File: src/rtl/irq_arb_pkg.sv
package irq_arb_pkg;
  localparam int NUM_LVL  = 3;
  localparam int NUM_KIND = 3;
  localparam int NUM_SRC  = NUM_LVL * NUM_KIND;
  localparam int IDX_W    = $clog2(NUM_SRC);
  localparam int CAUSE_W  = 4;

  localparam logic [1:0] PRV_U    = 2'b00;
  localparam logic [1:0] PRV_S    = 2'b01;
  localparam logic [1:0] PRV_RSVD = 2'b10;
  localparam logic [1:0] PRV_M    = 2'b11;

  // level 0/1/2 -> code 0/1/3; cause = 4*kind + level code
  function automatic logic [CAUSE_W-1:0] idx_to_cause(input logic [IDX_W-1:0] idx);
    int lvl, kind;
    lvl  = int'(idx) / NUM_KIND;
    kind = int'(idx) % NUM_KIND;
    return CAUSE_W'(kind * 4 + ((lvl == 2) ? 3 : lvl));
  endfunction
endpackage

File: src/rtl/irq_mask_gen.sv
module irq_mask_gen
  import irq_arb_pkg::*;
(
  input  logic [1:0]              priv_i,
  input  logic [NUM_LVL-1:0]      glb_ie_i,
  input  logic [NUM_KIND-1:0]     m2s_deleg_i,
  input  logic [2*NUM_KIND-1:0]   s2u_deleg_i,
  output logic [NUM_SRC-1:0]      mask_o
);
  logic ie_u, ie_s, ie_m;
  assign ie_u = glb_ie_i[0];
  assign ie_s = glb_ie_i[1];
  assign ie_m = glb_ie_i[2];

  for (genvar k = 0; k < NUM_KIND; k++) begin : g_kind
    always_comb begin
      mask_o[k]              = 1'b0;
      mask_o[NUM_KIND+k]     = 1'b0;
      mask_o[2*NUM_KIND+k]   = 1'b0;
      unique case (priv_i)
        PRV_M: mask_o[2*NUM_KIND+k] = ie_m;
        PRV_S: begin
          mask_o[2*NUM_KIND+k] = ~m2s_deleg_i[k] | ie_s;
          mask_o[NUM_KIND+k]   = ie_s;
        end
        PRV_U: begin
          mask_o[2*NUM_KIND+k] = ~s2u_deleg_i[NUM_KIND+k] | ie_u;
          mask_o[NUM_KIND+k]   = ~s2u_deleg_i[k] | ie_u;
          mask_o[k]            = ie_u;
        end
        default: ;
      endcase
    end
  end

  always_comb begin
    if (priv_i == PRV_M)
      AST_M_ONLY_MACHINE: assert (mask_o[2*NUM_KIND-1:0] == '0);
    if (priv_i == PRV_S)
      AST_S_USER_OFF: assert (mask_o[NUM_KIND-1:0] == '0);
    if (priv_i == PRV_RSVD)
      AST_RSVD_ALL_OFF: assert (mask_o == '0);
  end
endmodule

File: src/rtl/irq_prio_pick.sv
module irq_prio_pick
  import irq_arb_pkg::*;
#(
  parameter int N = NUM_SRC,
  localparam int W = $clog2(N)
) (
  input  logic [N-1:0] req_i,
  output logic         hit_o,
  output logic [W-1:0] idx_o
);
  // index layout makes architectural order equal to descending index
  always_comb begin
    hit_o = 1'b0;
    idx_o = '0;
    for (int i = 0; i < N; i++) begin
      if (req_i[i]) begin
        hit_o = 1'b1;
        idx_o = W'(i);
      end
    end
  end

  always_comb begin
    if (hit_o)
      AST_PICK_HIGHEST: assert ((req_i >> idx_o) == N'(1));
  end
endmodule

File: src/rtl/irq_arbiter.sv
module irq_arbiter
  import irq_arb_pkg::*;
(
  input  logic                clk_i,
  input  logic                rst_ni,
  input  logic [1:0]          priv_i,
  input  logic [2:0]          glb_ie_i,
  input  logic [2:0]          m2s_deleg_i,
  input  logic [5:0]          s2u_deleg_i,
  input  logic [8:0]          pend_i,
  input  logic                take_i,
  output logic                irq_valid_o,
  output logic [CAUSE_W-1:0]  irq_cause_o
);
  logic [NUM_SRC-1:0] mask, eff;
  logic               hit;
  logic [IDX_W-1:0]   win_idx;
  logic [CAUSE_W-1:0] cause_d;

  irq_mask_gen u_mask (
    .priv_i      (priv_i),
    .glb_ie_i    (glb_ie_i),
    .m2s_deleg_i (m2s_deleg_i),
    .s2u_deleg_i (s2u_deleg_i),
    .mask_o      (mask)
  );

  assign eff = pend_i & mask;

  irq_prio_pick #(.N(NUM_SRC)) u_pick (
    .req_i (eff),
    .hit_o (hit),
    .idx_o (win_idx)
  );

  assign cause_d = hit ? idx_to_cause(win_idx) : '0;

  always_ff @(posedge clk_i or negedge rst_ni) begin
    if (!rst_ni) begin
      irq_valid_o <= 1'b0;
      irq_cause_o <= '0;
    end else if (!take_i) begin
      irq_valid_o <= hit;
      irq_cause_o <= cause_d;
    end
  end

  AST_TAKE_HOLDS: assert property (@(posedge clk_i) disable iff (!rst_ni)
    take_i |=> ($stable(irq_valid_o) && $stable(irq_cause_o)));
  AST_IDLE_NO_VALID: assert property (@(posedge clk_i) disable iff (!rst_ni)
    (!take_i && !(|(pend_i & mask))) |=> !irq_valid_o);
  AST_CAUSE_LEGAL: assert property (@(posedge clk_i) disable iff (!rst_ni)
    irq_valid_o |-> (irq_cause_o[1:0] != 2'b10 && irq_cause_o <= CAUSE_W'(11)));
  AST_CAUSE_ZERO_IDLE: assert property (@(posedge clk_i) disable iff (!rst_ni)
    !irq_valid_o |-> (irq_cause_o == '0));
endmodule

File: config.mk
export PLATFORM = sky130hd
export DESIGN_NAME = irq_arbiter
export DESIGN_NICKNAME = d
export VERILOG_FILES = /design/src/rtl/irq_arb_pkg.sv /design/src/rtl/irq_mask_gen.sv /design/src/rtl/irq_prio_pick.sv /design/src/rtl/irq_arbiter.sv
export SDC_FILE = /design/constraint.sdc
export NUM_CORES = 1
export LEC_CHECK = 0
export BUFFER_PORTS_ARGS = -buffer_cell sky130_fd_sc_hd__buf_2
export CAP_MARGIN = 0
export CORE_UTILIZATION = 47
export DETAILED_ROUTE_END_ITERATION = 8
export GPL_TIMING_DRIVEN = 0
export PLACE_DENSITY = 0.86
export SKIP_LAST_GASP = 1
export SLEW_MARGIN = 20
export SYNTH_ARGS = -nofsm -noshare
export SYNTH_HDL_FRONTEND = slang
export SYNTH_HIERARCHICAL = 1
export SYNTH_SLANG_ARGS = --single-unit
File: constraint.sdc
create_clock -name clk_i -period 1 [get_ports clk_i]
set_input_delay 0.25 -clock clk_i [delete_from_list [all_inputs] [get_ports clk_i]]
set_output_delay 0.25 -clock clk_i [all_outputs]
set_load 0.02 [all_outputs]
Yosys cells after proc, flatten, opt, wreduce, memory -nomap -nowiden
Cells that the tools add are included.
Storage, ports and cells
  register bits after elaboration: 5
  bits of input ports: 26
  output and inout port bits: 5
  word-level logic and storage cells: 54
Operators by class
  $add $sub $neg: 1
  divide/modulo/power cells: 2
  equal/unequal tests: 3
  multiplexer cells: 26
  bitwise gates (word level): 19
  reduce and logical (&&, ||, !) cells: 1
Operators by type and width (count)
  5-bit by 3-bit divider with 32-bit output (second input constant): 1
  32-bit by 3-bit equality test with 1-bit output (second input constant): 1
  5-bit by 3-bit modulo with 32-bit output (second input constant): 1
  3-bit two-way mux: 4
  4-bit two-way mux: 3
  1-bit two-way mux: 11
  9-bit bitwise AND: 1
  1-bit NOT: 9
  1-bit OR: 9
  1-bit one-hot mux with 3 select lines: 3
  1-bit one-hot mux with 2 select lines: 3
  4-bit adder: 1
  2-bit two-way mux: 2
  2-bit by 1-bit equality test with 1-bit output (second input constant): 1
  2-bit equality test (second input constant): 1
  2-bit zero test: 1

Depth between registers and ports, before layout
Gate-level depths: netlist (run 1).
  word-level depth: 17
  gate-level depth with buffers: 23

By module
Netlist (run 1), hierarchy kept.
By module, submodules not included
  irq_arbiter: instances 1, cells an instance 65, area an instance 520.5 um^2, sequential area each 125.1 um^2
  irq_mask_gen: instances 1, cells an instance 24, area an instance 130.1 um^2, sequential area each 0.0 um^2
  irq_prio_pick: instances 1, cells an instance 15, area an instance 93.8 um^2, sequential area each 0.0 um^2

Worst setup path before layout (run 1)
Ideal clock, no wire load.
  kind: in2reg
  from: input glb_ie_i[1]
  to: register irq_cause_o[3]
  setup time: 0.126 ns
  arrival: 3.691 ns
  data required time: 0.874 ns
  slack: -2.817 ns
  stages on the path: 23
  buffers on the path: 1
  cells stage by stage: inv_1 > a21o_1 > a21oi_1 > and2_1 > nor4_2 > nor2_1 > clkbuf_1 > ha_1 > nand2_1 > a22oi_1 > mux2_4 > inv_1 > ha_1 > nor4b_2 > a21oi_1 > or2_4 > xor2_1 > ha_1 > inv_1 > nor3_1 > o22ai_1 > o41ai_2 > a221o_1
On the way
  elaborated cells on any way between the ends: 28
  classes of those cells: add/sub (1); div (2); eq/ne (1); mux (20); bitwise (4)
RTL lines
  start: declaration: RTL line irq_arbiter.sv:7  | input logic [2:0] glb_ie_i,
  1-bit one-hot mux with 2 select lines (*): RTL line irq_mask_gen.sv:20  | unique case (priv_i)
  via mask[5]: RTL line irq_arbiter.sv:15  | logic [NUM_SRC-1:0] mask, eff;
  9-bit bitwise AND (*): RTL line irq_arbiter.sv:28  | assign eff = pend_i & mask;
  via eff[5]: RTL line irq_arbiter.sv:15
  3-bit two-way mux (*) (3 in a row): RTL line irq_prio_pick.sv:16  | if (req_i[i]) begin
  4-bit two-way mux (*): RTL line irq_prio_pick.sv:16
  via win_idx[2]: RTL line irq_arbiter.sv:17  | logic [IDX_W-1:0] win_idx;
  5-bit by 3-bit divider with 32-bit output: RTL line irq_arb_pkg.sv:16  | lvl = int'(idx) / NUM_KIND;
  32-bit by 3-bit equality test with 1-bit output: RTL line irq_arb_pkg.sv:18  | return CAUSE_W'(kind * 4 + ((lvl == 2) ? 3 : lvl));
  4-bit two-way mux: RTL line irq_arb_pkg.sv:18
  4-bit adder (*): RTL line irq_arb_pkg.sv:18
  4-bit two-way mux (*): RTL line irq_arbiter.sv:36  | assign cause_d = hit ? idx_to_cause(win_idx) : '0;
  end signal: assignment: RTL line irq_arbiter.sv:44  | irq_cause_o <= cause_d;
  end: declaration: RTL line irq_arbiter.sv:13  | output logic [CAUSE_W-1:0] irq_cause_o
Mark *: on every way through the listed nets, which the timed path passes. The rest lies on a longest branch.
A chain may end at the register's enable or synchronous reset.

Worst setup path after layout (run 1)
  from: input priv_i[1]
  to: register irq_cause_o[3]
On the way
  elaborated cells on any way between the ends: 34
  classes of those cells: add/sub (1); div (2); eq/ne (3); mux (26); bitwise (1); reduce/logical (1)
RTL lines
  start: declaration: RTL line irq_arbiter.sv:6  | input logic [1:0] priv_i,
  2-bit by 1-bit equality test with 1-bit output, or another cell as far along
  1-bit one-hot mux with 3 select lines (*): RTL line irq_mask_gen.sv:20
  via mask[7]: RTL line irq_arbiter.sv:15
  9-bit bitwise AND (*): RTL line irq_arbiter.sv:28
  via eff[7]: RTL line irq_arbiter.sv:15
  3-bit two-way mux (*): RTL line irq_prio_pick.sv:16
  4-bit two-way mux (*): RTL line irq_prio_pick.sv:16
  via win_idx[2]: RTL line irq_arbiter.sv:17
  5-bit by 3-bit divider with 32-bit output: RTL line irq_arb_pkg.sv:16
  32-bit by 3-bit equality test with 1-bit output: RTL line irq_arb_pkg.sv:18
  4-bit two-way mux: RTL line irq_arb_pkg.sv:18
  4-bit adder (*): RTL line irq_arb_pkg.sv:18
  4-bit two-way mux (*): RTL line irq_arbiter.sv:36
Marks and branches as above.

==> results of run 1 <==
[per-stage QoR]
stage | power [µW] | instance area [µm²] | hold slack, ns | util [%] | instances
2_1_floorplan | 801 | 793 | -0.0456 | - | 104
3_3_place_gp | 966 | 963 | 0.0638 | 64.7 | 150
3_5_place_dp | 1000 | 963 | 0.0746 | 64.7 | 150
4_1_cts | 1530 | 1230 | 0.292 | 82.7 | 171
5_1_grt | 1910 | 1360 | 0.299 | 91.1 | 175
6_report | 1820 | 1360 | 0.314 | 91.1 | 175
[cell type report]
type	instances	area share (%)
well taps	16	1.48
plain buffers	5	3.32
clock buffers	4	1.94
flip-flops and latches	5	9.23
inverters	12	3.32
multi-input cells	82	53.0
repair buffers	51	27.7
[sequential cells by signal (all words and copies together) (netlist names)]
| signal | cells |
|---|---|
| irq_cause_o | 4 |
| irq_valid_o | 1 |
[Yosys cell counts (all sizes together) (4+ instances only)]
library cell | number | area [µm²]
inv | 12 | 45.0
and2 | 10 | 62.6
o21ai | 10 | 50.1
nand2 | 9 | 33.8
a21oi | 8 | 40.0
nor2 | 8 | 30.0
nand3 | 6 | 30.0
dfrtp | 5 | 125
ha | 5 | 62.6
a21o | 4 | 30.0
buf | 4 | 33.8
nand2b | 4 | 25.0
[cell families (layout without fill, tap and decap cells)]
kind of cell / Yosys count / after routing
AND/OR/NAND/NOR: 46 / 46
buffers and inverters: 17 / 72
flip-flops: 5 / 5
XOR/XNOR: 1 / 1
AO/OA/AOI/OAI: 29 / 29
adder cells (fa/ha/maj): 5 / 5
multiplexers: 1 / 1
[routing by layer]
layer	GRT usage (%)	wire length, µm
met4	14.8	298
met5	0	0
met2	54.7	1710
met3	5.65	223
met1	35.5	1220
[repair_timing]
action | CTS | global route
gates resized for setup | 30 | 22
buffers inserted | 16 | 4
endpoints found under the hold margin | 5 | 0
pin swaps | 12 | 13
endpoints found under the setup margin | 10 | 10
hold buffers | 1 | 0
[power groups by stage]
stage | clock network, µW | registers, µW | logic (µW)
floorplan | 0 | 352 | 449
global placement | 0 | 280 | 686
detailed placement | 0 | 285 | 716
CTS | 236 | 295 | 998
global route | 289 | 302 | 1320
finish | 263 | 298 | 1260
[how the worst max path moves through the flow]
stage / startpoint / end / slack (ns) / depth (start not counted)
after detailed placement: priv_i[0] / irq_cause_o[3] / -3.00 / 24
after floorplan: priv_i[1] / irq_cause_o[3] / -2.59 / 23
final: priv_i[1] / irq_cause_o[3] / -2.71 / 24
after global placement: priv_i[0] / irq_cause_o[3] / -2.93 / 24
after global routing: priv_i[1] / irq_cause_o[3] / -2.85 / 24
after CTS: priv_i[1] / irq_cause_o[3] / -2.61 / 25
[worst max-delay path: cells and delay by family]
family / cells / cell delay, ns
mux: 1 / 0.20
buf+inv: 4 / 0.34
fa+ha+maj: 3 / 0.63
xor+xnor: 1 / 0.15
compound gates: 6 / 0.85
simple gates: 9 / 1.43
==> Implementation_results.wiki, run 1 <==
{| class="wikitable"
! Metric !! Value
|-
| TritonCTS clock tree || done
|-
| Worst setup SP type || input port
|-
| Area of the die || 1750 µm²
|-
| HPWL after detailed placement || 1480 µm
|-
| Post-synth EDFFs || 0
|-
| Sequential cell area fraction in the yosys report || 16.8%
|-
| Average cell area after synthesis || 7.16 µm²
|-
| Worst EP arrival || 3.85 ns
|-
| Hold Crit Endpoint || irq_cause_o[2]
|-
| Antenna violations before repair || 0
|-
| YS warnings || 6
|-
| Proportion of power drawn by the clock network || 14.5%
|-
| Min-delay src || take_i
|-
| Total negative setup slack || -9.35 ns
|-
| Complex-gate fraction of the synthesized area || 26.1%
|-
| R2r startpoint || irq_cause_o[3]
|-
| Highest-count cells in the layout ignoring fill and taps || buf_2 (22), buf_4 (20), buf_6 (12), nand2_1 (8), inv_1 (7)
|-
| Initial Util || 50.0%
|-
| RSZ-0062 raised after global routing || yes
|-
| Number of placed I/O pins || 31
|-
| Endpoint of the worst-slack reg-to-reg timing path || irq_cause_o[3]
|-
| Combinational family with the most area after synthesis || simple AND/OR/NAND/NOR gates
|-
| Most common cell after layout, fill and taps aside || buf_2
|-
| Final Max Slew Viols || 0
|-
| Netlist area before placement || 744 µm²
|-
| Max transition margin || 68.3%
|-
| Cell chain of the critical path || buf_8 > nand2b_4 > a21o_1 > nand3_1 > and2_4 > nor4_4 > nor2_4 > buf_6 > ha_4 > nand2_2 > a22oi_2 > mux2_4 > inv_2 > ha_4 > nor4b_4 > a21oi_2 > or2_4 > xor2_1 > ha_2 > inv_2 > nor3_2 > o22ai_2 > o41ai_2 > a221o_1
|-
| Total of flip-flops plus latches after synthesis || 5
|-
| DRT Pass-1 Iters || 5
|-
| Multiplexer share of the synthesized area || 2.02%
|-
| Length in cells of the worst reg-to-reg path || 1
|-
| Combinational share of power || 69.2%
|-
| Post-Synth Simple-Gate Area || 34.5%
|-
| Adder-cell share of the synthesized area || 8.40%
|-
| Fraction of final layout cells sized beyond drive strength 1 || 62.3%
|-
| Worst setup slack after placement || -3.00 ns
|-
| Post-synthesis instance total || 104
|-
| Critical path's slowest cell || nor4_4
|-
| Required time worst endpoint || 1.14 ns
|-
| CP peak stage delay || 0.35 ns
|-
| Crit share post-route || 371%
|-
| First-pass GRT wire length || 4100 µm
|-
| Share of the synthesized netlist area taken by xor and xnor gates || 1.18%
|-
| Min-Delay Path Class || in2reg
|-
| Via count || 1,118
|-
| Net Sw Power || 757 µW
|-
| Cell variety after synth || 31
|-
| Run status || finished with violations
|-
| Fin crit period || 3.71 ns
|-
| Cell at the root of the clock tree || clkbuf_4
|-
| Wire length after detailed routing || 3450 µm
|-
| Area taken by flip-flops and latches || 125 µm²
|-
| Cell-internal power || 1060 µW
|-
| P&R area growth vs syn || 82.2%
|-
| Failing checks || negative setup slack
|-
| Syn Nets || 135
|-
| Sequential share of power || 16.3%
|-
| DRC violations left || 0
|-
| Clock-pin slew on the worst setup and hold paths || 0.05 ns
|-
| Achievable clock frequency || 269 MHz
|-
| Core Region || 1490 µm²
|-
| Flip-flop cell with the highest count after synthesis || dfrtp_1
|-
| Maximum buffer depth of the clock tree || 2
|-
| # diodes || 0
|-
| Total Routing Usage GR || 31.0%
|-
| Count of endpoints failing hold in the final timing report || 0
|-
| NumNets Final || 191
|-
| Max Cap Viol || 0
|-
| Antenna Nets Post-Route || 0
|-
| Average wire per standard cell || 19.7 µm
|-
| Worst ir drop on vdd || 1130 µV
|-
| Switching portion of total power || 41.6%
|-
| WS Path Type || in2reg
|-
| Static Leak || 0.000667 µW
|-
| Worst-case clock skew || 0 ns
|-
| Port-buffer cells || 30
|-
| Die Span Y || 41.8 µm
|-
| Share of flip-flops with an asynchronous set or reset after synthesis || 100%
|-
| Final weighted congestion of routability-driven global placement || 0.713
|-
| DRC violation total after the first TritonRoute iteration || 40
|-
| Width of the die || 41.8 µm
|-
| Pwr Density || 1340 nW/µm²
|-
| R2r setup slk || 0.12 ns
|-
| Clock buffer count from CTS || 3
|-
| Number of global-route vias before repair || 959
|-
| Max FO, Critical Path || 4
|-
| Final setup violation count || 10
|-
| Setup ws final || -2.71 ns
|-
| Residual overflow from global routing || 0
|-
| Vias per std cell || 6.39
|-
| Area of combinational cells with multiple inputs || 719 µm²
|-
| Fill cell instance count of the final layout || 60
|-
| Htree depth || 1
|-
| Slew @ Worst Pin || 0.474 ns
|-
| Element type at the critical path end || flop
|-
| Pin count of the biggest net entering global routing || 11
|-
| Clock Sinks || 5
|-
| Row count || 14
|-
| Min-Delay Path Depth || 2
|-
| Clock latency on the worst-skew pair || 0.26 ns
|}
(Power assumes the default switching activity.)
==> inputs of run 2 (changes only) <==
--- a/config.mk
+++ b/config.mk
@@ -10,7 +10,7 @@
 export CORE_UTILIZATION = 47
 export DETAILED_ROUTE_END_ITERATION = 8
 export GPL_TIMING_DRIVEN = 0
-export PLACE_DENSITY = 0.86
+export PLACE_DENSITY = 0.79
 export SKIP_LAST_GASP = 1
 export SLEW_MARGIN = 20
 export SYNTH_ARGS = -nofsm -noshare
==> run 2 against run 1 <==
Against the previous run: count of clock-buffer cells in the layout did not move; the run still ends with negative setup slack left; critical path type unchanged; cell count is the same; hold slack lost 0.024 ns; die area stayed put; clock skew unchanged; combinational power down 7%; sequential power fell by 2%; critical path depth did not move.
==> Implementation_results.wiki, run 2 (synthesis results as in run 1) <==
{| class="wikitable"
! Metric !! Value
|-
| Worst setup path startpoint || priv_i[1] (unchanged)
|-
| Length in cells of the worst reg-to-reg path || 1 (unchanged)
|-
| Clock Sinks || 5 (unchanged)
|-
| Cell chain of the critical path || buf_8 > nand2b_4 > a21o_1 > nand3_1 > and2_4 > nor4_4 > nor2_4 > buf_6 > ha_4 > nand2_2 > a22oi_2 > mux2_4 > inv_2 > ha_4 > nor4b_4 > a21oi_2 > or2_4 > xor2_2 > ha_4 > inv_2 > nor3_1 > o22ai_1 > o41ai_2 > a221o_1 (was buf_8 > nand2b_4 > a21o_1 > nand3_1 > and2_4 > nor4_4 > nor2_4 > buf_6 > ha_4 > nand2_2 > a22oi_2 > mux2_4 > inv_2 > ha_4 > nor4b_4 > a21oi_2 > or2_4 > xor2_1 > ha_2 > inv_2 > nor3_2 > o22ai_2 > o41ai_2 > a221o_1)
|-
| Port-buffer cells || 30 (unchanged)
|-
| DRT Pass-1 Iters || 4 (was 5)
|-
| Top cell by count, worst path || ha_4
|-
| Antenna Nets Post-Route || 0 (unchanged)
|-
| P&R area growth vs syn || 80.5% (was 82.2%)
|-
| TritonCTS clock tree || done (unchanged)
|-
| Fraction of final layout cells sized beyond drive strength 1 || 59.1% (was 62.3%)
|-
| Final weighted congestion of routability-driven global placement || 0.795 (was 0.713)
|-
| Maximum buffer depth of the clock tree || 2 (unchanged)
|-
| Worst setup SP type || input port (unchanged)
|-
| Clock-pin slew on the worst setup and hold paths || 0.05 ns (about the same)
|-
| Pwr Density || 1270 nW/µm² (was 1340 nW/µm²)
|-
| Width of the die || 41.8 µm (unchanged)
|-
| Most Used Layer, Global Route || met2 (unchanged)
|-
| Most common cell after layout, fill and taps aside || buf_2 (unchanged)
|-
| Setup ws final || -2.59 ns (was -2.71 ns)
|-
| HPWL after detailed placement || 1430 µm (was 1480 µm)
|-
| Count of endpoints failing hold in the final timing report || 0 (unchanged)
|-
| Area of the die || 1750 µm² (unchanged)
|-
| Worst ir drop on vdd || 1240 µV (was 1130 µV)
|-
| Static Leak || 0.000655 µW (was 0.000667 µW)
|-
| Overall Power || 1710 µW (was 1820 µW)
|-
| Met3 track demand over resource || 6.96% (was 5.65%)
|-
| Fin crit period || 3.59 ns (was 3.71 ns)
|-
| Via count || 1,027 (was 1,118)
|-
| Top delay family on crit path || simple AND/OR/NAND/NOR gates (unchanged)
|-
| Slew @ Worst Pin || 0.330 ns (was 0.474 ns)
|-
| Required time worst endpoint || 1.13 ns (was 1.14 ns)
|-
| Run status || finished with violations (unchanged)
|-
| Total negative setup slack || -8.72 ns (was -9.35 ns)
|-
| Crit share post-route || 359% (was 371%)
|-
| Total Routing Usage GR || 32.7% (was 31.0%)
|-
| DRC violations left || 0 (unchanged)
|-
| Pin count of the biggest net entering global routing || 11 (unchanged)
|-
| Core utilization of the finished layout || 90.3% (was 91.1%)
|-
| GR Layer Usage met1 || 37.7% (was 35.5%)
|-
| Crit path buffers/inverters || 4 (unchanged)
|-
| Clock buffer count from CTS || 3 (unchanged)
|-
| Failing checks || negative setup slack (unchanged)
|-
| Critical path's slowest cell || nor4_4 (unchanged)
|-
| Flip-flop count of the largest register, all copies and words added || 4 (unchanged)
|-
| R2r startpoint || irq_cause_o[3] (unchanged)
|-
| Final setup violation count || 10 (unchanged)
|-
| Core Region || 1490 µm² (unchanged)
|-
| NumNets Final || 191 (unchanged)
|-
| Worst-case clock skew || 0 ns (unchanged)
|-
| First-pass GRT wire length || 4350 µm (was 4100 µm)
|-
| Die Span Y || 41.8 µm (unchanged)
|-
| Final standard cell count with taps included and fillers excluded || 175 (unchanged)
|-
| Largest registers in the final layout || irq_cause_o (4), irq_valid_o (1) (unchanged)
|-
| Average wire per standard cell || 15.9 µm (was 19.7 µm)
|-
| Clock latency on the worst-skew pair || 0.26 ns (about the same)
|-
| Initial Util || 50.0% (unchanged)
|-
| # diodes || 0 (unchanged)
|-
| Number of global-route vias before repair || 998 (was 959)
|-
| Residual overflow from global routing || 0 (unchanged)
|-
| DP Cell Count || 150 (unchanged)
|-
| Final Max Slew Viols || 0 (unchanged)
|-
| Wire length after detailed routing || 2790 µm (was 3450 µm)
|-
| Max transition margin || 77.8% (was 68.3%)
|-
| Highest-count cells in the layout ignoring fill and taps || buf_2 (23), buf_4 (20), buf_6 (11), o21ai_1 (8) (was buf_2 (22), buf_4 (20), buf_6 (12), nand2_1 (8), inv_1 (7))
|-
| Antenna violations before repair || 0 (unchanged)
|-
| CP peak stage delay || 0.35 ns (about the same)
|-
| Htree depth || 1 (unchanged)
|-
| Max FO, Critical Path || 4 (unchanged)
|-
| Cell at the root of the clock tree || clkbuf_4 (unchanged)
|-
| Worst EP arrival || 3.73 ns (was 3.85 ns)
|-
| WS Path Type || in2reg (unchanged)
|-
| Element type at the critical path end || flop (unchanged)
|-
| Number of placed I/O pins || 31 (unchanged)
|-
| Min-Delay Path Depth || 2 (unchanged)
|-
| Reg with most FFs || irq_cause_o (unchanged)
|-
| Row count || 14 (unchanged)
|-
| RSZ-0062 raised after global routing || yes (unchanged)
|-
| Min-delay src || take_i (unchanged)
|-
| Global-route track usage on met2 || 56.6% (was 54.7%)
|-
| Max Cap Viol || 0 (unchanged)
|-
| Achievable clock frequency || 278 MHz (was 269 MHz)
|-
| Vias per std cell || 5.87 (was 6.39)
|-
| Min-Delay Path Class || in2reg (unchanged)
|-
| Worst path depth || 24 (unchanged)
|-
| DRC violation total after the first TritonRoute iteration || 28 (was 40)
|}
run 2: area by class of cell:
cell class | count | area (µm²)
timing repair buffer | 51 | 369
sequential | 5 | 125
buffer | 5 | 45.0
tap | 16 | 20.0
fill | 63 | 145
inverter | 12 | 47.5
multi-input combinational | 82 | 711
clock buffer | 4 | 26.3
run 2: layer usage:
layer	share of wire (%)	vias to the layer above
met5	0	-
li1	-	477
met4	2.9	0
met1	40	484
met3	5.5	14
met2	52	52
run 2: timing repair:
action	in CTS	in global routing
gates resized for setup	39	13
hold buffers	1	0
buffers inserted	16	8
pin swaps	14	13
gates cloned	0	0
setup endpoints to repair	10	10
hold endpoints to repair	5	0
run 2: final timing paths:
path,end,slack (ns)
worst max-delay path,irq_cause_o[3],-2.59
worst min-delay path,irq_cause_o[2],0.29
worst max register to register,irq_cause_o[3],0.14
worst min register to register,irq_valid_o,0.52
max in group asynchronous,irq_cause_o[2],0.48
min in group asynchronous,irq_cause_o[0],0.37
run 2: metrics by stage:
stage	cell area, µm²	setup WS, ns	hold slack, ns
5_1_grt	1340	-2.68	0.309
6_report	1340	-2.59	0.290
3_5_place_dp	963	-3.08	0.0678
4_1_cts	1270	-2.59	0.286
3_3_place_gp	963	-2.95	0.0638
2_1_floorplan	793	-2.59	-0.0456
run 2: where the power goes:
group	total, µW	switching (µW)	internal, µW	leakage (µW)
combinational	1170	563	611	0.000578
clock	245	93.5	151	0.0000150
sequential	292	35.8	257	0.0000615
total	1710	693	1020	0.000655
